[src/rtl/pcih_pkg.sv]
package pcih_pkg;
  localparam int BUS_AW   = 10;
  localparam int DW       = 32;
  localparam int HDR_WORDS = 64;
  localparam int IRQ_LINES = 4;

  localparam logic [7:0] W_ADDR = 8'h70;
  localparam logic [7:0] W_MBAS = 8'h71;
  localparam logic [7:0] W_IOBS = 8'h72;
  localparam logic [7:0] W_PORT = 8'h88;

  localparam logic [DW-1:0] MBAS_KEEP = 32'hFF00_0001;
  localparam logic [DW-1:0] IOBS_KEEP = 32'hFFFC_0001;
  localparam logic [DW-1:0] IOWIN_KEEP = 32'hFFFC_0000;
  localparam logic [DW-1:0] HDR1_RESET = 32'h0290_0080;

  typedef enum logic [2:0] {
    SEL_HDR, SEL_ADDR, SEL_MBAS, SEL_IOBS, SEL_PORT, SEL_NONE
  } sel_e;

  typedef enum logic [1:0] {
    ENG_IDLE, ENG_ISSUE, ENG_WAIT, ENG_DONE
  } eng_e;

  function automatic sel_e decode_word(input logic [7:0] w);
    if (w < 8'(HDR_WORDS)) return SEL_HDR;
    case (w)
      W_ADDR:  return SEL_ADDR;
      W_MBAS:  return SEL_MBAS;
      W_IOBS:  return SEL_IOBS;
      W_PORT:  return SEL_PORT;
      default: return SEL_NONE;
    endcase
  endfunction

  function automatic logic [DW-1:0] hdr_reset(input int idx);
    return (idx == 1) ? HDR1_RESET : '0;
  endfunction
endpackage

[src/rtl/pcih_cfg_space.sv]
module pcih_cfg_space #(
  parameter int WORDS = 64,
  parameter int DW    = 32
) (
  input  logic                     clk,
  input  logic                     rst_n,
  input  logic                     wr_en,
  input  logic [$clog2(WORDS)-1:0] wr_idx,
  input  logic [DW-1:0]            wr_data,
  input  logic [$clog2(WORDS)-1:0] rd_idx,
  output logic [DW-1:0]            rd_data
);
  logic [DW-1:0] hdr [WORDS];

  always_ff @(posedge clk or negedge rst_n) begin
    if (!rst_n) begin
      for (int i = 0; i < WORDS; i++) hdr[i] <= pcih_pkg::hdr_reset(i);
    end else if (wr_en) begin
      hdr[wr_idx] <= wr_data;
    end
  end

  assign rd_data = hdr[rd_idx];
endmodule

[src/rtl/pcih_indirect_eng.sv]
module pcih_indirect_eng #(
  parameter int DW          = 32,
  parameter int TIMEOUT_CYC = 16
) (
  input  logic          clk,
  input  logic          rst_n,
  input  logic          start,
  input  logic          start_write,
  input  logic [DW-1:0] start_addr,
  input  logic [DW-1:0] start_wdata,
  output logic          idle,
  output logic          done,
  output logic [DW-1:0] done_rdata,
  output logic          cfg_req_valid,
  input  logic          cfg_req_ready,
  output logic          cfg_req_write,
  output logic [DW-1:0] cfg_req_addr,
  output logic [DW-1:0] cfg_req_wdata,
  input  logic          cfg_rsp_valid,
  output logic          cfg_rsp_ready,
  input  logic [DW-1:0] cfg_rsp_rdata
);
  import pcih_pkg::*;
  localparam int CW = $clog2(TIMEOUT_CYC + 1);
  localparam logic [CW-1:0] CNT_LAST = CW'(TIMEOUT_CYC - 1);

  eng_e          st;
  logic [CW-1:0] cnt;
  logic          wr_q;
  logic [DW-1:0] addr_q, wdata_q, rdata_q;
  logic          rsp_hit, tmo_hit;

  assign rsp_hit = (st == ENG_WAIT) && cfg_rsp_valid;
  assign tmo_hit = ((st == ENG_ISSUE) || (st == ENG_WAIT)) && !rsp_hit && (cnt == CNT_LAST);

  always_ff @(posedge clk or negedge rst_n) begin
    if (!rst_n) begin
      st      <= ENG_IDLE;
      cnt     <= '0;
      wr_q    <= 1'b0;
      addr_q  <= '0;
      wdata_q <= '0;
      rdata_q <= '0;
    end else begin
      case (st)
        ENG_IDLE: if (start) begin
          st      <= ENG_ISSUE;
          cnt     <= '0;
          wr_q    <= start_write;
          addr_q  <= start_addr;
          wdata_q <= start_wdata;
        end
        ENG_ISSUE: begin
          cnt <= cnt + 1'b1;
          if (tmo_hit) begin
            st      <= ENG_DONE;
            rdata_q <= '1;
          end else if (cfg_req_ready) begin
            st <= ENG_WAIT;
          end
        end
        ENG_WAIT: begin
          cnt <= cnt + 1'b1;
          if (rsp_hit) begin
            st      <= ENG_DONE;
            rdata_q <= wr_q ? '0 : cfg_rsp_rdata;
          end else if (tmo_hit) begin
            st      <= ENG_DONE;
            rdata_q <= '1;
          end
        end
        default: st <= ENG_IDLE;
      endcase
    end
  end

  assign idle          = (st == ENG_IDLE);
  assign done          = (st == ENG_DONE);
  assign done_rdata    = rdata_q;
  assign cfg_req_valid = (st == ENG_ISSUE);
  assign cfg_req_write = wr_q;
  assign cfg_req_addr  = addr_q;
  assign cfg_req_wdata = wdata_q;
  assign cfg_rsp_ready = (st == ENG_WAIT);

  // a request not yet taken keeps its contents
  a_r8_req_hold: assert property (@(posedge clk) disable iff (!rst_n)
    (cfg_req_valid && !cfg_req_ready && !tmo_hit) |=>
      (cfg_req_valid && $stable(cfg_req_addr) && $stable(cfg_req_wdata) && $stable(cfg_req_write)));

  // a read that timed out returns all ones
  a_r9_timeout_ones: assert property (@(posedge clk) disable iff (!rst_n)
    (tmo_hit && !wr_q) |=> (done && done_rdata == '1));

  // request and response phases never overlap
  a_r8_one_phase: assert property (@(posedge clk) disable iff (!rst_n)
    !(cfg_req_valid && cfg_rsp_ready));
endmodule

[src/rtl/pcih_irq_route.sv]
module pcih_irq_route #(
  parameter int NUM_SRC = 8,
  parameter int SLOT_W  = 5,
  parameter int LINES   = 4
) (
  input  logic                      clk,
  input  logic                      rst_n,
  input  logic [NUM_SRC-1:0]        irq_src,
  input  logic [NUM_SRC*SLOT_W-1:0] irq_slot,
  output logic [LINES-1:0]          irq_out
);
  for (genvar i = 0; i < LINES; i++) begin : g_line
    always_comb begin
      irq_out[i] = 1'b0;
      for (int j = 0; j < NUM_SRC; j++) begin
        if (irq_src[j] && (irq_slot[j*SLOT_W +: SLOT_W] == SLOT_W'(i))) irq_out[i] = 1'b1;
      end
    end
  end

  // no line is raised without a source behind it
  a_r11_no_phantom: assert property (@(posedge clk) disable iff (!rst_n)
    $countones(irq_out) <= $countones(irq_src));
endmodule

[src/rtl/pcih_host_regs.sv]
module pcih_host_regs #(
  parameter int NUM_SRC     = 8,
  parameter int SLOT_W      = 5,
  parameter int TIMEOUT_CYC = 16
) (
  input  logic                      clk,
  input  logic                      rst_n,
  input  logic                      bus_valid,
  output logic                      bus_ready,
  input  logic                      bus_write,
  input  logic [9:0]                bus_addr,
  input  logic [3:0]                bus_be,
  input  logic [31:0]               bus_wdata,
  output logic [31:0]               bus_rdata,
  output logic                      cfg_req_valid,
  input  logic                      cfg_req_ready,
  output logic                      cfg_req_write,
  output logic [31:0]               cfg_req_addr,
  output logic [31:0]               cfg_req_wdata,
  input  logic                      cfg_rsp_valid,
  output logic                      cfg_rsp_ready,
  input  logic [31:0]               cfg_rsp_rdata,
  output logic [31:0]               io_win_off,
  input  logic [NUM_SRC-1:0]        irq_src,
  input  logic [NUM_SRC*SLOT_W-1:0] irq_slot,
  output logic [3:0]                irq_out
);
  import pcih_pkg::*;
  localparam int IW = $clog2(HDR_WORDS);

  logic [7:0]  widx;
  logic        whole;
  sel_e        sel;
  logic        port_acc, local_acc, local_wr;
  logic [31:0] addr_reg, mbas_reg, iobs_reg, hdr_rd;
  logic        eng_idle, eng_done;
  logic [31:0] eng_rdata;

  assign widx      = bus_addr[9:2];
  assign whole     = (bus_be == 4'hF) && (bus_addr[1:0] == 2'b00);
  assign sel       = decode_word(widx);
  assign port_acc  = bus_valid && whole && (sel == SEL_PORT);
  assign local_acc = bus_valid && !port_acc;
  assign local_wr  = local_acc && bus_write && whole;

  pcih_cfg_space #(.WORDS(HDR_WORDS), .DW(DW)) u_hdr (
    .clk     (clk),
    .rst_n   (rst_n),
    .wr_en   (local_wr && (sel == SEL_HDR)),
    .wr_idx  (widx[IW-1:0]),
    .wr_data (bus_wdata),
    .rd_idx  (widx[IW-1:0]),
    .rd_data (hdr_rd)
  );

  always_ff @(posedge clk or negedge rst_n) begin
    if (!rst_n) begin
      addr_reg <= '0;
      mbas_reg <= '0;
      iobs_reg <= '0;
    end else if (local_wr) begin
      case (sel)
        SEL_ADDR: addr_reg <= bus_wdata;
        SEL_MBAS: mbas_reg <= bus_wdata & MBAS_KEEP;
        SEL_IOBS: iobs_reg <= bus_wdata & IOBS_KEEP;
        default: ;
      endcase
    end
  end

  assign io_win_off = iobs_reg & IOWIN_KEEP;

  pcih_indirect_eng #(.DW(DW), .TIMEOUT_CYC(TIMEOUT_CYC)) u_eng (
    .clk           (clk),
    .rst_n         (rst_n),
    .start         (port_acc && eng_idle),
    .start_write   (bus_write),
    .start_addr    (addr_reg),
    .start_wdata   (bus_wdata),
    .idle          (eng_idle),
    .done          (eng_done),
    .done_rdata    (eng_rdata),
    .cfg_req_valid (cfg_req_valid),
    .cfg_req_ready (cfg_req_ready),
    .cfg_req_write (cfg_req_write),
    .cfg_req_addr  (cfg_req_addr),
    .cfg_req_wdata (cfg_req_wdata),
    .cfg_rsp_valid (cfg_rsp_valid),
    .cfg_rsp_ready (cfg_rsp_ready),
    .cfg_rsp_rdata (cfg_rsp_rdata)
  );

  assign bus_ready = local_acc || (port_acc && eng_done);

  always_comb begin
    bus_rdata = '0;
    if (port_acc) begin
      bus_rdata = eng_rdata;
    end else if (whole) begin
      case (sel)
        SEL_HDR:  bus_rdata = hdr_rd;
        SEL_ADDR: bus_rdata = addr_reg;
        SEL_MBAS: bus_rdata = mbas_reg;
        SEL_IOBS: bus_rdata = iobs_reg;
        default:  bus_rdata = '0;
      endcase
    end
  end

  pcih_irq_route #(.NUM_SRC(NUM_SRC), .SLOT_W(SLOT_W), .LINES(IRQ_LINES)) u_irq (
    .clk      (clk),
    .rst_n    (rst_n),
    .irq_src  (irq_src),
    .irq_slot (irq_slot),
    .irq_out  (irq_out)
  );

  // an access that is not a whole aligned word reads zero
  a_r1_partial_zero: assert property (@(posedge clk) disable iff (!rst_n)
    (bus_valid && bus_ready && !whole) |-> (bus_rdata == '0));

  // memory base never shows bits outside its kept field
  a_r5_mbas_field: assert property (@(posedge clk) disable iff (!rst_n)
    (bus_valid && bus_ready && whole && !bus_write && sel == SEL_MBAS) |-> ((bus_rdata & ~MBAS_KEEP) == '0));

  // the bus is stalled while the downstream request is pending
  a_r8_stall: assert property (@(posedge clk) disable iff (!rst_n)
    (port_acc && (cfg_req_valid || cfg_rsp_ready)) |-> !bus_ready);

  // a non-port access is answered in the cycle it is presented
  a_r12_same_cycle: assert property (@(posedge clk) disable iff (!rst_n)
    (bus_valid && !port_acc) |-> bus_ready);
endmodule

[config.mk]
export PLATFORM = sky130hd
export DESIGN_NAME = pcih_host_regs
export DESIGN_NICKNAME = d
export VERILOG_FILES = /design/src/rtl/pcih_pkg.sv /design/src/rtl/pcih_cfg_space.sv /design/src/rtl/pcih_indirect_eng.sv /design/src/rtl/pcih_irq_route.sv /design/src/rtl/pcih_host_regs.sv
export SDC_FILE = /design/constraint.sdc
export NUM_CORES = 2
export LEC_CHECK = 0
export CORE_MARGIN = 3
export CORE_UTILIZATION = 60
export CTS_BUF_LIST = sky130_fd_sc_hd__clkbuf_16
export DETAILED_ROUTE_END_ITERATION = 8
export HOLD_SLACK_MARGIN = 0.12
export PLACE_DENSITY = 0.79
export RECOVER_POWER = 50
export SYNTH_ARGS = -nofsm -noshare
export SYNTH_HDL_FRONTEND = slang
export SYNTH_HIERARCHICAL = 1
export SYNTH_SLANG_ARGS = --single-unit
export TNS_END_PERCENT = 5
[constraint.sdc]
create_clock -name clk -period 9.3 [get_ports clk]
set_input_delay 1.86 -clock clk [delete_from_list [all_inputs] [get_ports clk]]
set_output_delay 1.86 -clock clk [all_outputs]
set_load 0.02 [all_outputs]
==> results list <==
* Run status: finished with violations
- The checks that failed: capacitance limit, slew limit.
* Max-slew headroom: -332%
- Clock H-tree levels: 4
- Overall global routing resource usage: 31.6%
* Startpoint type of the worst setup path: input pin
- Post-Layout Inst Area: 111000 µm²
- The critical path goes through clkdlybuf4s50_1 -> buf_4 -> nand2_1 -> buf_4 -> o221ai_1 -> a21oi_1 -> a21oi_1 -> nor2_1 -> a22oi_1 -> o21ai_1 -> clkdlybuf4s50_1.
- Worst slew pin tran: 6.47 ns
- Buffers plus inverters on the worst setup path: 4
- In this run, synthesis produced a sequential element count of 2208.
- The floorplan step defined a die boundary enclosing 173000 µm².
- The most critical setup path has its startpoint at bus_addr[7].
- Pleak: 53.9 nW
- Antenna violations before repair: 10
- Once the clock tree was built, the setup fixing pass inserted 0 buffers.
* Post-DRT Antenna Nets: 0
* Post-CTS Hold Fix Bufs: 0
* Cell count of the worst hold path: 2
- Avg WL per Cell: 30.7 µm
- Area growth from synthesis to layout: 10.5%
* Minimum clock period: 8.26 ns
- Unrepaired setup endpoints after global routing: no
- Following the worst setup path forward leads to its endpoint at bus_rdata[12].
* Number of different library cells in the post-synthesis netlist: 73
* Rows: 149
- Chip height: 416 µm
- Mean Syn Cell Area: 15.6 µm²
- Synthesized netlist cell count: 6469
- Core outline area: 166000 µm²
- Reg with most FFs: u_hdr/hdr
- Of the cells placed in the final design, the portion with a size suffix greater than 1 is 49.6%.
* Mapped cell area: 101000 µm²
- Data arrival, critical path: 6.40 ns
- Required time at the endpoint of the critical path: 7.44 ns
- From left edge to right edge, the die measures 416 µm.
- The share of synthesized area in the top cell type comes to 54.7%.
- Peak supply drop: 0.175 mV
* Cell depth of the worst flop-to-flop path: 5
- Proportion of synthesized chip area in sequential cells: 54.8%
- Number of flip-flops in the largest register: 2048
* Post-CTS Resized: 0
- Summed over all layers, the global routing overflow is 0.
- Reg clk slew, reported paths: 0.06 ns
* Deepest clock path buffer count: 3
- Via count of the first global-routing pass: 62500
- TritonCTS buffer count: 215
* Reg2reg start: u_eng/st[0]
* Clock Skews: 0.0181 ns
- Upper clock frequency limit: 121 MHz
- Type of the worst setup path: input pin to output port
- Number of port buffers: 249
* Hold/Removal Path Class: flop to flop
- The Yosys step of the flow raised 6 warnings.
* Number of remaining DRC errors: 0
* Post-detailed-placement half-perimeter wirelength: 163000 µm
- The critical path crosses 11 cells after its start point.
- The routed design has 272000 µm of wire.
- The tool flagged a number of max-cap violations equal to 12.
* Post-layout net count: 6615
* Layout fillers: 11100
* Number of sinks handled by clock tree synthesis: 2208
- TritonCTS built the clock tree.
- The first global-routing pass estimated 410000 µm of wire.
* Initial cell density of the core: 60.7%
- 268 I/O pins were placed.
- Starting DRT DRC Count: 6308
* Per-cell via count in the routed design: 6.77
- By area the synthesized netlist is led by sky130_fd_sc_hd__dfrtp_1, sky130_fd_sc_hd__mux2_2, sky130_fd_sc_hd__mux4_2, sky130_fd_sc_hd__clkbuf_1, sky130_fd_sc_hd__mux2i_1.
- End of the worst register-to-register path: u_eng/done_rdata[26]
- Ys async rst share: 100%
- Vias: 59900
* Ratio of final minimum period to clock period: 88.8%
- For this design the ratio of total power to cell area is 173 nW/µm².
- Number of enable-type register cells in the synthesized netlist: 0
- Cell family with most CP delay: buffers and inverters
* Dominant cell type by area after synthesis: sky130_fd_sc_hd__dfrtp_1
* Max Fanout on Critical Path: 33
- Setup violations remaining at the end of the flow were counted as 0.
* Area after detailed placement: 105000 µm²
- CP max-delay cell: sky130_fd_sc_hd__nand2_1
- At the end of routability-driven placement, the weighted congestion stood at 0.833.
- The worst register-to-register path has a setup slack of 6.29 ns.
- Final-report max-slew violation count: 1003
* Clock insertion delay at the later pin of the skew report: 0.84 ns
* Prevailing post-synth register cell: sky130_fd_sc_hd__dfrtp_1
- Critical path capture point type: output port
* Post-Route Setup TNS: 0 ns
* Hold Violations, Final: 0
- Entering global routing, the biggest net connects 187 pins.
* Router iterations before antenna repair: 5
- Stage delay of the slowest cell on the critical path: 0.75 ns
- The cell sitting at the root of the clock tree is a sky130_fd_sc_hd__clkbuf_16.
==> through the flow <==
| step | util, % | power (mW) | std cells | hold WS, ns | setup WS, ns |
|---|---|---|---|---|---|
| detailed placement | 63.2 | 11.1 | 8447 | 0.477 | 1.28 |
| finish | 67.1 | 19.2 | 8846 | 0.490 | 1.04 |
| global route | 67.1 | 19.8 | 8843 | 0.507 | 0.683 |
| CTS | 67.2 | 19.3 | 8842 | 0.490 | 1.23 |
| global placement | 63.2 | 11.1 | 8447 | 0.464 | 1.30 |
| floorplan | - | 10.5 | 6486 | 0.450 | 3.50 |
==> cell families after synthesis <==
logic type / synth area share [%]
mux: 37.5
flops: 54.8
buf+inv: 3.13
simple gates: 2.33
compound gates: 2.14
fa+ha+maj: 0.0993
other cells: 0.00372
==> synth_stat cells (all sizes together), types with 10 or more instances <==
cell type / n
and2: 10
buf: 358
nor2b: 43
mux2: 2184
nor2: 125
nor3: 25
mux2i: 93
o22a: 35
a21oi: 47
nand2: 122
a22oi: 34
nand3: 26
dfrtp: 2204
o221ai: 22
clkbuf: 305
a31oi: 10
o21ai: 42
mux4: 538
o22ai: 114
nand2b: 17
==> how the worst min path moves through the flow <==
| stage | start | end |
|---|---|---|
| 2_1_floorplan | u_eng/cnt[4] | u_eng/cnt[4] |
| 3_3_place_gp | u_eng/cnt[4] | u_eng/cnt[4] |
| 3_5_place_dp | u_eng/cnt[4] | u_eng/cnt[4] |
| 4_1_cts | u_eng/cnt[4] | u_eng/cnt[4] |
| 5_1_grt | u_hdr/hdr[1955] | u_hdr/hdr[1955] |
| 6_report | u_eng/cnt[4] | u_eng/cnt[4] |
==> cells in the final DEF, fill, tap and decap left out, types with 17 or more instances in the layout <==
cell type,Yosys,final
sky130_fd_sc_hd__buf_12,0,18
sky130_fd_sc_hd__inv_1,5,63
sky130_fd_sc_hd__nand2_2,0,17
sky130_fd_sc_hd__mux2_4,30,30
sky130_fd_sc_hd__clkdlybuf4s50_1,0,183
sky130_fd_sc_hd__mux2i_1,93,93
sky130_fd_sc_hd__dfrtp_1,2204,2204
sky130_fd_sc_hd__mux4_2,538,538
sky130_fd_sc_hd__conb_1,1,18
sky130_fd_sc_hd__clkbuf_16,0,222
sky130_fd_sc_hd__o221ai_1,22,22
sky130_fd_sc_hd__nor2b_1,43,43
sky130_fd_sc_hd__a21oi_1,47,47
sky130_fd_sc_hd__nor3_1,19,17
sky130_fd_sc_hd__o21ai_0,19,19
sky130_fd_sc_hd__nand3_1,25,25
sky130_fd_sc_hd__clkinv_1,0,65
sky130_fd_sc_hd__a22oi_1,34,34
sky130_fd_sc_hd__buf_4,65,149
sky130_fd_sc_hd__nand2_1,122,105
sky130_fd_sc_hd__o22a_1,35,35
sky130_fd_sc_hd__buf_2,169,34
sky130_fd_sc_hd__o21ai_1,23,23
sky130_fd_sc_hd__nor2_1,122,73
sky130_fd_sc_hd__dlygate4sd3_1,0,28
sky130_fd_sc_hd__nor2_4,0,48
sky130_fd_sc_hd__o22ai_1,114,114
sky130_fd_sc_hd__clkinv_2,0,32
sky130_fd_sc_hd__mux2_2,2144,2144
==> worst register-to-register path: stages, from the launching register on <==
cell and delay [ns]:
sky130_fd_sc_hd__dfrtp_1 0.44, sky130_fd_sc_hd__inv_1 0.11, sky130_fd_sc_hd__ha_1 0.50, sky130_fd_sc_hd__a21boi_0 0.22
sky130_fd_sc_hd__clkbuf_1 1.36, sky130_fd_sc_hd__o22a_1 0.29
==> power by group <==
part           total (mW)  switching [mW]  internal (mW)  leakage (nW)
Clock                8.28            3.69           4.58          3.47
Combinational        1.20           0.841          0.356          19.7
Sequential           9.76          0.0598           9.70          30.8
Total                19.2            4.59           14.6          53.9
==> routing by layer <==
| layer | GRT usage (%) | part of all wire [%] | vias up |
|---|---|---|---|
| met3 | 6.23 | 8.0 | 563 |
| met4 | 10.6 | 3.7 | 4 |
| met5 | 0 | 0.0088 | - |
| met2 | 49.8 | 47 | 2578 |
| li1 | - | - | 24000 |
| met1 | 44.5 | 41 | 32800 |
==> final cells by class <==
class | instances | area [µm²] | share of cell area [%]
flip-flops and latches | 2208 | 55300 | 49.6
multi-input cells | 3608 | 42800 | 38.5
clock buffers | 222 | 5560 | 4.99
repair buffers | 435 | 3910 | 3.51
well taps | 2189 | 2740 | 2.46
clock inverters | 173 | 1060 | 0.951
inverters | 7 | 28.8 | 0.0258
diodes | 4 | 10.0 | 0.00899
Note: power is estimated with default switching activity, not from simulation.
